### config.mk
export PLATFORM = sky130hd
export DESIGN_NAME = acc_cpu
export DESIGN_NICKNAME = d
export VERILOG_FILES = /design/src/rtl/acc_cpu_pkg.sv /design/src/rtl/acc_cpu_alu.sv /design/src/rtl/acc_cpu_ctrl.sv /design/src/rtl/acc_cpu_dpath.sv /design/src/rtl/acc_cpu.sv
export SDC_FILE = /design/constraint.sdc
export NUM_CORES = 1
export LEC_CHECK = 0
export ABC_AREA = 1
export BUFFER_PORTS_ARGS = -buffer_cell sky130_fd_sc_hd__buf_2
export CORE_UTILIZATION = 45
export DETAILED_ROUTE_END_ITERATION = 10
export PLACE_DENSITY = 0.64
export SLEW_MARGIN = 20
export SYNTH_ARGS = -nofsm -noshare
export SYNTH_HDL_FRONTEND = slang
export SYNTH_SLANG_ARGS = --single-unit
### constraint.sdc
create_clock -name clk -period 2.4 [get_ports clk]
set_input_delay 0.48 -clock clk [delete_from_list [all_inputs] [get_ports clk]]
set_output_delay 0.48 -clock clk [all_outputs]
set_load 0.05 [all_outputs]
### src/rtl/acc_cpu_pkg.sv
package acc_cpu_pkg;

   localparam int OPC_ADD   = 0;
   localparam int OPC_SUB   = 1;
   localparam int OPC_LOAD  = 2;
   localparam int OPC_STORE = 3;

   typedef enum logic [2:0] {
      ST_FETCH    = 3'd0,
      ST_DECODE   = 3'd1,
      ST_EX_ADD   = 3'd2,
      ST_EX_SUB   = 3'd3,
      ST_EX_LOAD  = 3'd4,
      ST_EX_STORE = 3'd5
   } cpu_state_e;

   typedef enum logic [1:0] {
      ALU_ADD  = 2'd0,
      ALU_SUB  = 2'd1,
      ALU_PASS = 2'd2
   } alu_op_e;

   typedef enum logic [1:0] {
      ADR_HOLD = 2'd0,
      ADR_PC   = 2'd1,
      ADR_OPND = 2'd2
   } adr_sel_e;

   typedef struct packed {
      logic     ir_ld;
      logic     pc_inc;
      adr_sel_e adr_sel;
      logic     acc_ld;
      alu_op_e  alu_op;
      logic     mem_we;
   } ctrl_s;

endpackage

### src/rtl/acc_cpu_alu.sv
module acc_cpu_alu
   import acc_cpu_pkg::*;
#(
   parameter int DATA_W        = 8,
   parameter bit SUB_VIA_ADDER = 1'b1
) (
   input  logic [DATA_W-1:0] a,
   input  logic [DATA_W-1:0] b,
   input  alu_op_e           op,
   output logic [DATA_W-1:0] y
);

   if (DATA_W < 2) begin : g_bad_width
      $error("acc_cpu_alu: DATA_W must be at least 2");
   end

   if (SUB_VIA_ADDER) begin : g_shared
      logic [DATA_W-1:0] b_m;
      logic              cin;
      logic [DATA_W-1:0] sum;
      always_comb begin
         cin = (op == ALU_SUB);
         b_m = cin ? ~b : b;
      end
      assign sum = a + b_m + DATA_W'(cin);
      assign y   = (op == ALU_PASS) ? b : sum;
   end else begin : g_split
      always_comb begin
         case (op)
            ALU_ADD: y = a + b;
            ALU_SUB: y = a - b;
            default: y = b;
         endcase
      end
   end

endmodule

### src/rtl/acc_cpu_ctrl.sv
module acc_cpu_ctrl
   import acc_cpu_pkg::*;
#(
   parameter int OP_W = 3
) (
   input  logic            clk,
   input  logic            rst,
   input  logic [OP_W-1:0] opcode,
   output ctrl_s           ctl
);

   if (OP_W < 2) begin : g_bad_op
      $error("acc_cpu_ctrl: OP_W must be at least 2");
   end

   cpu_state_e state_q, state_d;
   logic       is_add, is_sub, is_ld, is_st, is_def;

   assign is_add = (opcode == OP_W'(OPC_ADD));
   assign is_sub = (opcode == OP_W'(OPC_SUB));
   assign is_ld  = (opcode == OP_W'(OPC_LOAD));
   assign is_st  = (opcode == OP_W'(OPC_STORE));
   assign is_def = is_add | is_sub | is_ld | is_st;

   always_ff @(posedge clk) begin
      if (rst) state_q <= ST_FETCH;
      else     state_q <= state_d;
   end

   always_comb begin
      state_d = state_q;
      ctl     = '0;
      case (state_q)
         ST_FETCH: begin
            ctl.ir_ld  = 1'b1;
            ctl.pc_inc = 1'b1;
            state_d    = ST_DECODE;
         end
         ST_DECODE: begin
            ctl.adr_sel = ADR_OPND;
            if (is_add)     state_d = ST_EX_ADD;
            else if (is_sub) state_d = ST_EX_SUB;
            else if (is_ld)  state_d = ST_EX_LOAD;
            else if (is_st)  state_d = ST_EX_STORE;
            else begin
               ctl.adr_sel = ADR_PC;
               state_d     = ST_FETCH;
            end
         end
         ST_EX_ADD: begin
            ctl.acc_ld  = 1'b1;
            ctl.alu_op  = ALU_ADD;
            ctl.adr_sel = ADR_PC;
            state_d     = ST_FETCH;
         end
         ST_EX_SUB: begin
            ctl.acc_ld  = 1'b1;
            ctl.alu_op  = ALU_SUB;
            ctl.adr_sel = ADR_PC;
            state_d     = ST_FETCH;
         end
         ST_EX_LOAD: begin
            ctl.acc_ld  = 1'b1;
            ctl.alu_op  = ALU_PASS;
            ctl.adr_sel = ADR_PC;
            state_d     = ST_FETCH;
         end
         ST_EX_STORE: begin
            ctl.mem_we  = 1'b1;
            ctl.adr_sel = ADR_PC;
            state_d     = ST_FETCH;
         end
         default: state_d = ST_FETCH;
      endcase
   end

   // a fetch is always followed by a decode
   a_r3_fetch_then_decode: assert property (@(posedge clk) disable iff (rst)
      state_q == ST_FETCH |=> state_q == ST_DECODE);

   // every execute state hands back to fetch
   a_r4_exec_returns: assert property (@(posedge clk) disable iff (rst)
      (state_q != ST_FETCH && state_q != ST_DECODE) |=> state_q == ST_FETCH);

   // the write strobe never lasts two cycles
   a_r8_single_write: assert property (@(posedge clk) disable iff (rst)
      ctl.mem_we |=> !ctl.mem_we);

   // an undefined code goes straight back to fetch
   a_r10_undef_skips: assert property (@(posedge clk) disable iff (rst)
      (state_q == ST_DECODE && !is_def) |=> state_q == ST_FETCH);

endmodule

### src/rtl/acc_cpu_dpath.sv
module acc_cpu_dpath
   import acc_cpu_pkg::*;
#(
   parameter int ADDR_W        = 5,
   parameter int OP_W          = 3,
   parameter bit SUB_VIA_ADDER = 1'b1,
   localparam int WORD_W       = OP_W + ADDR_W
) (
   input  logic              clk,
   input  logic              rst,
   input  ctrl_s             ctl,
   input  logic [WORD_W-1:0] rdata,
   output logic [ADDR_W-1:0] addr,
   output logic [WORD_W-1:0] wdata,
   output logic [OP_W-1:0]   opcode,
   output logic [WORD_W-1:0] acc,
   output logic              zero
);

   logic [ADDR_W-1:0] pc_q, addr_q;
   logic [WORD_W-1:0] ir_q, acc_q, alu_y;
   logic              zero_q;

   acc_cpu_alu #(
      .DATA_W        (WORD_W),
      .SUB_VIA_ADDER (SUB_VIA_ADDER)
   ) u_alu (
      .a  (acc_q),
      .b  (rdata),
      .op (ctl.alu_op),
      .y  (alu_y)
   );

   always_ff @(posedge clk) begin
      if (rst) begin
         pc_q   <= '0;
         ir_q   <= '0;
         acc_q  <= '0;
         zero_q <= 1'b1;
         addr_q <= '0;
      end else begin
         if (ctl.ir_ld)  ir_q <= rdata;
         if (ctl.pc_inc) pc_q <= pc_q + ADDR_W'(1);
         if (ctl.acc_ld) begin
            acc_q  <= alu_y;
            zero_q <= ~|alu_y;
         end
         case (ctl.adr_sel)
            ADR_PC:   addr_q <= pc_q;
            ADR_OPND: addr_q <= ir_q[ADDR_W-1:0];
            default:  addr_q <= addr_q;
         endcase
      end
   end

   assign addr   = addr_q;
   assign wdata  = acc_q;
   assign opcode = ir_q[WORD_W-1 -: OP_W];
   assign acc    = acc_q;
   assign zero   = zero_q;

   // program counter steps by one after each fetch
   a_r3_pc_step: assert property (@(posedge clk) disable iff (rst)
      ctl.pc_inc |=> pc_q == $past(pc_q) + ADDR_W'(1));

   // add result taken from the bus operand
   a_r5_add_result: assert property (@(posedge clk) disable iff (rst)
      (ctl.acc_ld && ctl.alu_op == ALU_ADD) |=> acc_q == WORD_W'($past(acc_q) + $past(rdata)));

   // subtract wraps modulo the word size
   a_r6_sub_result: assert property (@(posedge clk) disable iff (rst)
      (ctl.acc_ld && ctl.alu_op == ALU_SUB) |=> acc_q == WORD_W'($past(acc_q) - $past(rdata)));

   // load copies the bus word
   a_r7_load_copy: assert property (@(posedge clk) disable iff (rst)
      (ctl.acc_ld && ctl.alu_op == ALU_PASS) |=> acc_q == $past(rdata));

   // a store leaves the accumulator alone
   a_r8_store_keeps_acc: assert property (@(posedge clk) disable iff (rst)
      ctl.mem_we |=> $stable(acc_q));

   // flag agrees with the accumulator
   a_r9_zero_tracks: assert property (@(posedge clk) disable iff (rst)
      zero_q == (acc_q == '0));

endmodule

### src/rtl/acc_cpu.sv
module acc_cpu
   import acc_cpu_pkg::*;
#(
   parameter int ADDR_W        = 5,
   parameter int OP_W          = 3,
   parameter bit SUB_VIA_ADDER = 1'b1,
   localparam int WORD_W       = OP_W + ADDR_W
) (
   input  logic              clk,
   input  logic              rst,
   output logic [ADDR_W-1:0] mem_addr,
   output logic [WORD_W-1:0] mem_wdata,
   input  logic [WORD_W-1:0] mem_rdata,
   output logic              mem_we,
   output logic [WORD_W-1:0] acc_out,
   output logic              zero_out
);

   if (ADDR_W < 2) begin : g_bad_addr
      $error("acc_cpu: ADDR_W must be at least 2");
   end

   ctrl_s           ctl;
   logic [OP_W-1:0] opcode;

   acc_cpu_ctrl #(
      .OP_W (OP_W)
   ) u_ctrl (
      .clk    (clk),
      .rst    (rst),
      .opcode (opcode),
      .ctl    (ctl)
   );

   acc_cpu_dpath #(
      .ADDR_W        (ADDR_W),
      .OP_W          (OP_W),
      .SUB_VIA_ADDER (SUB_VIA_ADDER)
   ) u_dpath (
      .clk    (clk),
      .rst    (rst),
      .ctl    (ctl),
      .rdata  (mem_rdata),
      .addr   (mem_addr),
      .wdata  (mem_wdata),
      .opcode (opcode),
      .acc    (acc_out),
      .zero   (zero_out)
   );

   assign mem_we = ctl.mem_we;

endmodule

### Word level (Yosys, flattened, before mapping)

Index checks and enable logic that the tools add are counted.

* register bits: 30
* input port bits: 10
* output and inout port bits: 23
* logic and storage cells: 44

* $add $sub $neg: 3
* eq/ne operators: 12
* muxes and demuxes: 16
* bitwise operators: 1
* reduce and logical (&&, ||, !) cells: 6

Operators by type and width (count)
* 8-bit 2-to-1 mux: 2
* 3-bit by 2-bit equality test with 1-bit output, second input constant: 4
* 3-bit 2-to-1 mux: 4
* 2-bit 2-to-1 mux: 5
* 5-bit case mux with 2 select lines: 1
* 3-bit case mux with 3 select lines: 1
* 8-bit by 1-bit adder with 8-bit output: 1
* 8-bit adder: 1
* 8-bit NOT: 1
* 8-bit OR reduction: 1
* 3-bit by 1-bit equality test with 1-bit output, second input constant: 2
* 3-bit equality test, second input constant: 2
* 3-bit zero test: 2
* 3-bit case mux with 2 select lines: 1
* 5-bit by 1-bit adder with 5-bit output, second input constant: 1
* 2-bit by 1-bit equality test with 1-bit output, second input constant: 2
* 2-bit equality test, second input constant: 2
* 2-bit case mux with 2 select lines: 1
* 4-bit OR reduction: 1
* 2-bit nonzero test: 1
* 1-bit zero test: 1
* 1-bit 2-to-1 mux: 1

### Longest topological paths before layout

* depth after elaboration: 9
* depth in mapped cells: 16
* depth with buffers taken out: 16

### Hierarchy

Synthesis repeated with hierarchy kept, for this count alone.

* cell total of the unflattened synthesis: 283
* area, all modules: 1884.3 um^2

Modules (own cells, without submodules)
* acc_cpu_dpath: instances 1, cells an instance 163, area each 1168.6 um^2, sequential area each 540.5 um^2
* acc_cpu_alu: instances 1, cells an instance 92, area each 529.3 um^2, sequential area each 0.0 um^2
* acc_cpu_ctrl: instances 1, cells an instance 28, area each 186.4 um^2, sequential area each 60.1 um^2

### Worst setup path after synthesis

No wires, ideal clock.

* path kind: reg-to-output
* start point: register u_ctrl.state_q[2]
* end point: output mem_we
* arrival time: 1572 ps
* required time: 1920 ps
* slack: 348 ps
* stages on the path, launching flop included: 3
* buffers on the path: 0
* cells stage by stage: dfxtp_1 inv_2 nor3_1

* word-level cells in the longest chain between the ends: 2

Ends and longest elaborated chain
* start, declared: RTL line acc_cpu_ctrl.sv:16 `cpu_state_e state_q, state_d;`
* start signal, assigned: RTL line acc_cpu_ctrl.sv:27 `else state_q <= state_d;`
* 3-bit equality test: RTL line acc_cpu_ctrl.sv:33 `case (state_q)`
* 1-bit 2-to-1 mux: RTL line acc_cpu_ctrl.sv:33
* end, declared: RTL line acc_cpu.sv:14 `output logic mem_we,`

Every way passes these cells.

### Worst setup path in the final report

* start point: register u_ctrl.state_q[2]
* end point: register u_dpath.zero_q, in the netlist u_dpath.zero

* word-level cells in the longest chain between the ends: 9
* elaborated cells between the ends (all ways): 12
* those cells by class: add/sub: 2; eq/ne: 5; mux: 3; reduce/logical: 2

Ends and longest elaborated chain
* 3-bit equality test / 3-bit by 2-bit equality test with 1-bit output (equally long branches): RTL line acc_cpu_ctrl.sv:33
* 3-bit case mux with 3 select lines (*): RTL line acc_cpu_ctrl.sv:33
* 2-bit by 1-bit equality test with 1-bit output: RTL line acc_cpu_alu.sv:22 `cin = (op == ALU_SUB);`
* 8-bit 2-to-1 mux: RTL line acc_cpu_alu.sv:23 `b_m = cin ? ~b : b;`
* 8-bit adder: RTL line acc_cpu_alu.sv:25 `assign sum = a + b_m + DATA_W'(cin);`
* 8-bit by 1-bit adder with 8-bit output: RTL line acc_cpu_alu.sv:25
* 8-bit 2-to-1 mux: RTL line acc_cpu_alu.sv:26 `assign y = (op == ALU_PASS) ? b : sum;`
* 8-bit OR reduction: RTL line acc_cpu_dpath.sv:46 `zero_q <= ~|alu_y;`
* 1-bit zero test: RTL line acc_cpu_dpath.sv:46
* end signal, assigned: RTL line acc_cpu_dpath.sv:46
* end, declared: RTL line acc_cpu_dpath.sv:22 `logic zero_q;`

Every way passes the cells marked *; elsewhere a longest branch is shown, timed or not.
A chain may end at the register's enable or synchronous reset.

==> results.ini <==
[run_status]
outcome=finished clean

[pwr]
p_leak_nw=1.15
comb_power_share=0.522
vdd_ir_drop_max_v=0.000552
clkPwrFrac=0.175
pwr-share-seq=0.303
p_sw_mw=1.23
p_per_area_nw_per_um2=1150
p_sw_frac=0.494
power.internal_mw=1.25

[route]
ant_nets=0
wire_per_inst_um=12.3
dr_total_vias=1760
wirelength_um=4360
drcViolationCount=0
drt-pass1-iter-count=5
drtIter0Drc=95
via_per_inst=4.99

[final_layout]
fin_nets=324
area_delta_synth_final_pct=13.2
diodes=0
drive_gt1_frac=0.198

[global_routing]
grtUsageMet1=0.297
first_global_vias=1598
grt_pass1_wl_um=7250
use_met2=0.343
top_usage_layer=met2
grt_overflow=0
grtUsageTotal=0.221
grt_util_met3=0.0514
grt_max_degree=18
antenna_found_initial=0

[timing]
hold_viol=0
finalSetupViolCount=0
setup_tns_ps=0
max_freq_mhz=462
slew_violations=0
hold_ws_ps=415
min_period_ps=2160
rsz0062_at_grt=false
slew_headroom=0.676
fin_worst_skew_ps=12.0
worst_pin_slew_ps=485
post-route-period-util=0.902

[synth]
post-synth-top-count-cell=nand2_1
synthMuxAreaShare=0
ys_async_sr_fraction=0
synth_top_family_by_area=simple AND/OR/NAND/NOR gates
synth_fa_ha_area_frac=0.0829
synth_edf_count=0
synthDistinctLibCells=35
synth_top_area_share=0.316
syn_area_per_cell_um2=6.91
synth_area_um2=1900
synth.largest_area_cell=dfxtp_1
synth-simple-area-share=0.256
ys_ff_latch=30
yosys_most_used_dff=dfxtp_1
synth_compound_gate_area_share=0.158
ys_seq_area_frac=0.316
yosys_warnings=0
synth_xor_area_frac=0.0369
synth_commonest_cells=nand2_1, inv_1, dfxtp_1
synth_cells=275
synth.area.top_cells=dfxtp_1, nand2_1, inv_1
synth_nets=297

[setup_path]
worstPathArrival_ps=2400
endpoint_kind=flip-flop
crit_fanout=9
reg2reg_slack_ps=240
required_ps=2640
path_class=reg -> reg
start_kind=flip-flop

[place]
dp_hpwl_um=3300
gp_congestion=0.862
io_buffers=32

[min_path]
min_path_type=reg -> reg

[cts]
cts-resized-gates=0
cts_buffers=5
cts_tree=built
cts_sinks=30
cts_buffer_depth=2
cts_root_buf=clkbuf_8
cts_setup_buffers=0
htree_levels=2
hold_buffers=0
clk_pin_slew_ps=70
worstSkewPairLatency_ps=290

[die]
die_x_um=67.0
num_rows=23
start_util=0.472
die_y_um=67.0
ios=33
core_region_area_um2=4030
die_area_um2=4490

[flow_run]
maxCapViolCount=0

## final cells by class
class	count	area (um^2)
fill	412	1880
multi-input combinational	180	1020
sequential	30	603
inverter	51	194
timing repair buffer	34	175
clock buffer	6	82.6
tap	50	62.6
clock inverter	2	12.5
## power groups by stage
stage	registers, mW	clock network (mW)	logic [mW]
after floorplan	0.948	0	0.865
after global placement	0.756	0	1.29
after detailed placement	0.761	0	1.29
after CTS	0.751	0.445	1.30
after global routing	0.773	0.468	1.46
final	0.751	0.435	1.29
## critical path: stages (launching register included)
cell and delay [ps]:
dfxtp_2 360, inv_2 90, nand3_4 160, xor2_2 210
fa_1 470, nand2_1 100, nand3_1 70, nand2_1 80
nand4_1 130, nor2_1 110, nand3_1 90, nor2_1 90
nand3_1 90, nand2_1 60
## flip-flops by register name, indices dropped and copies added, names as in the netlist
| register | flops |
|---|---|
| u_ctrl.state_q | 3 |
| u_dpath.ir_q | 8 |
| u_dpath.pc_q | 5 |
| u_dpath.acc | 8 |
| u_dpath.zero | 1 |
| u_dpath.addr | 5 |
## final timing paths
path                           from           endpoint  cells past startpoint
setup reg to reg  u_ctrl.state_q[2]       u_dpath.zero                     13
setup / recovery  u_ctrl.state_q[2]       u_dpath.zero                     13
hold / removal      u_dpath.ir_q[6]  u_ctrl.state_q[1]                      1
hold reg to reg     u_dpath.ir_q[6]  u_ctrl.state_q[1]                      1
## kinds of logic after synthesis
family / after synthesis
AO/OA/AOI/OAI: 55
XOR/XNOR: 8
adder cells (fa/ha/maj): 12
buffers and inverters: 65
flip-flops: 30
AND/OR/NAND/NOR: 105
## layout by cell type, fill, tap and decap left out, types with 2 or more instances in the layout
cell,instances
nand3_1,17
inv_1,47
nor2_1,15
xnor2_1,4
inv_2,3
o21bai_1,2
nor3_1,7
a21o_1,2
ha_1,11
nand4_1,4
dfxtp_1,28
dfxtp_2,2
o21ai_0,24
nand2_2,2
nand2_1,51
buf_4,2
clkbuf_8,6
buf_2,32
xor2_1,3
nor2_2,3
a21oi_1,20
a211oi_1,2
## per-stage QoR
step	utilization	worst slack (ps)	cells	cell area (um^2)	total power, mW
final	0.534	236	353	2150	2.48
after global routing	0.534	4.75	353	2150	2.70
after CTS	0.532	110	353	2140	2.50
after detailed placement	0.508	124	345	2050	2.05
after global placement	0.508	151	345	2050	2.04
after floorplan	-	348	275	1900	1.81
## per-layer routing
metal,share of wire,wire length (um)
met2,0.44,1920
met5,0,0
met4,0.014,59
met3,0.058,252
met1,0.49,2130
No activity file was read; power rests on OpenSTA's default activity.
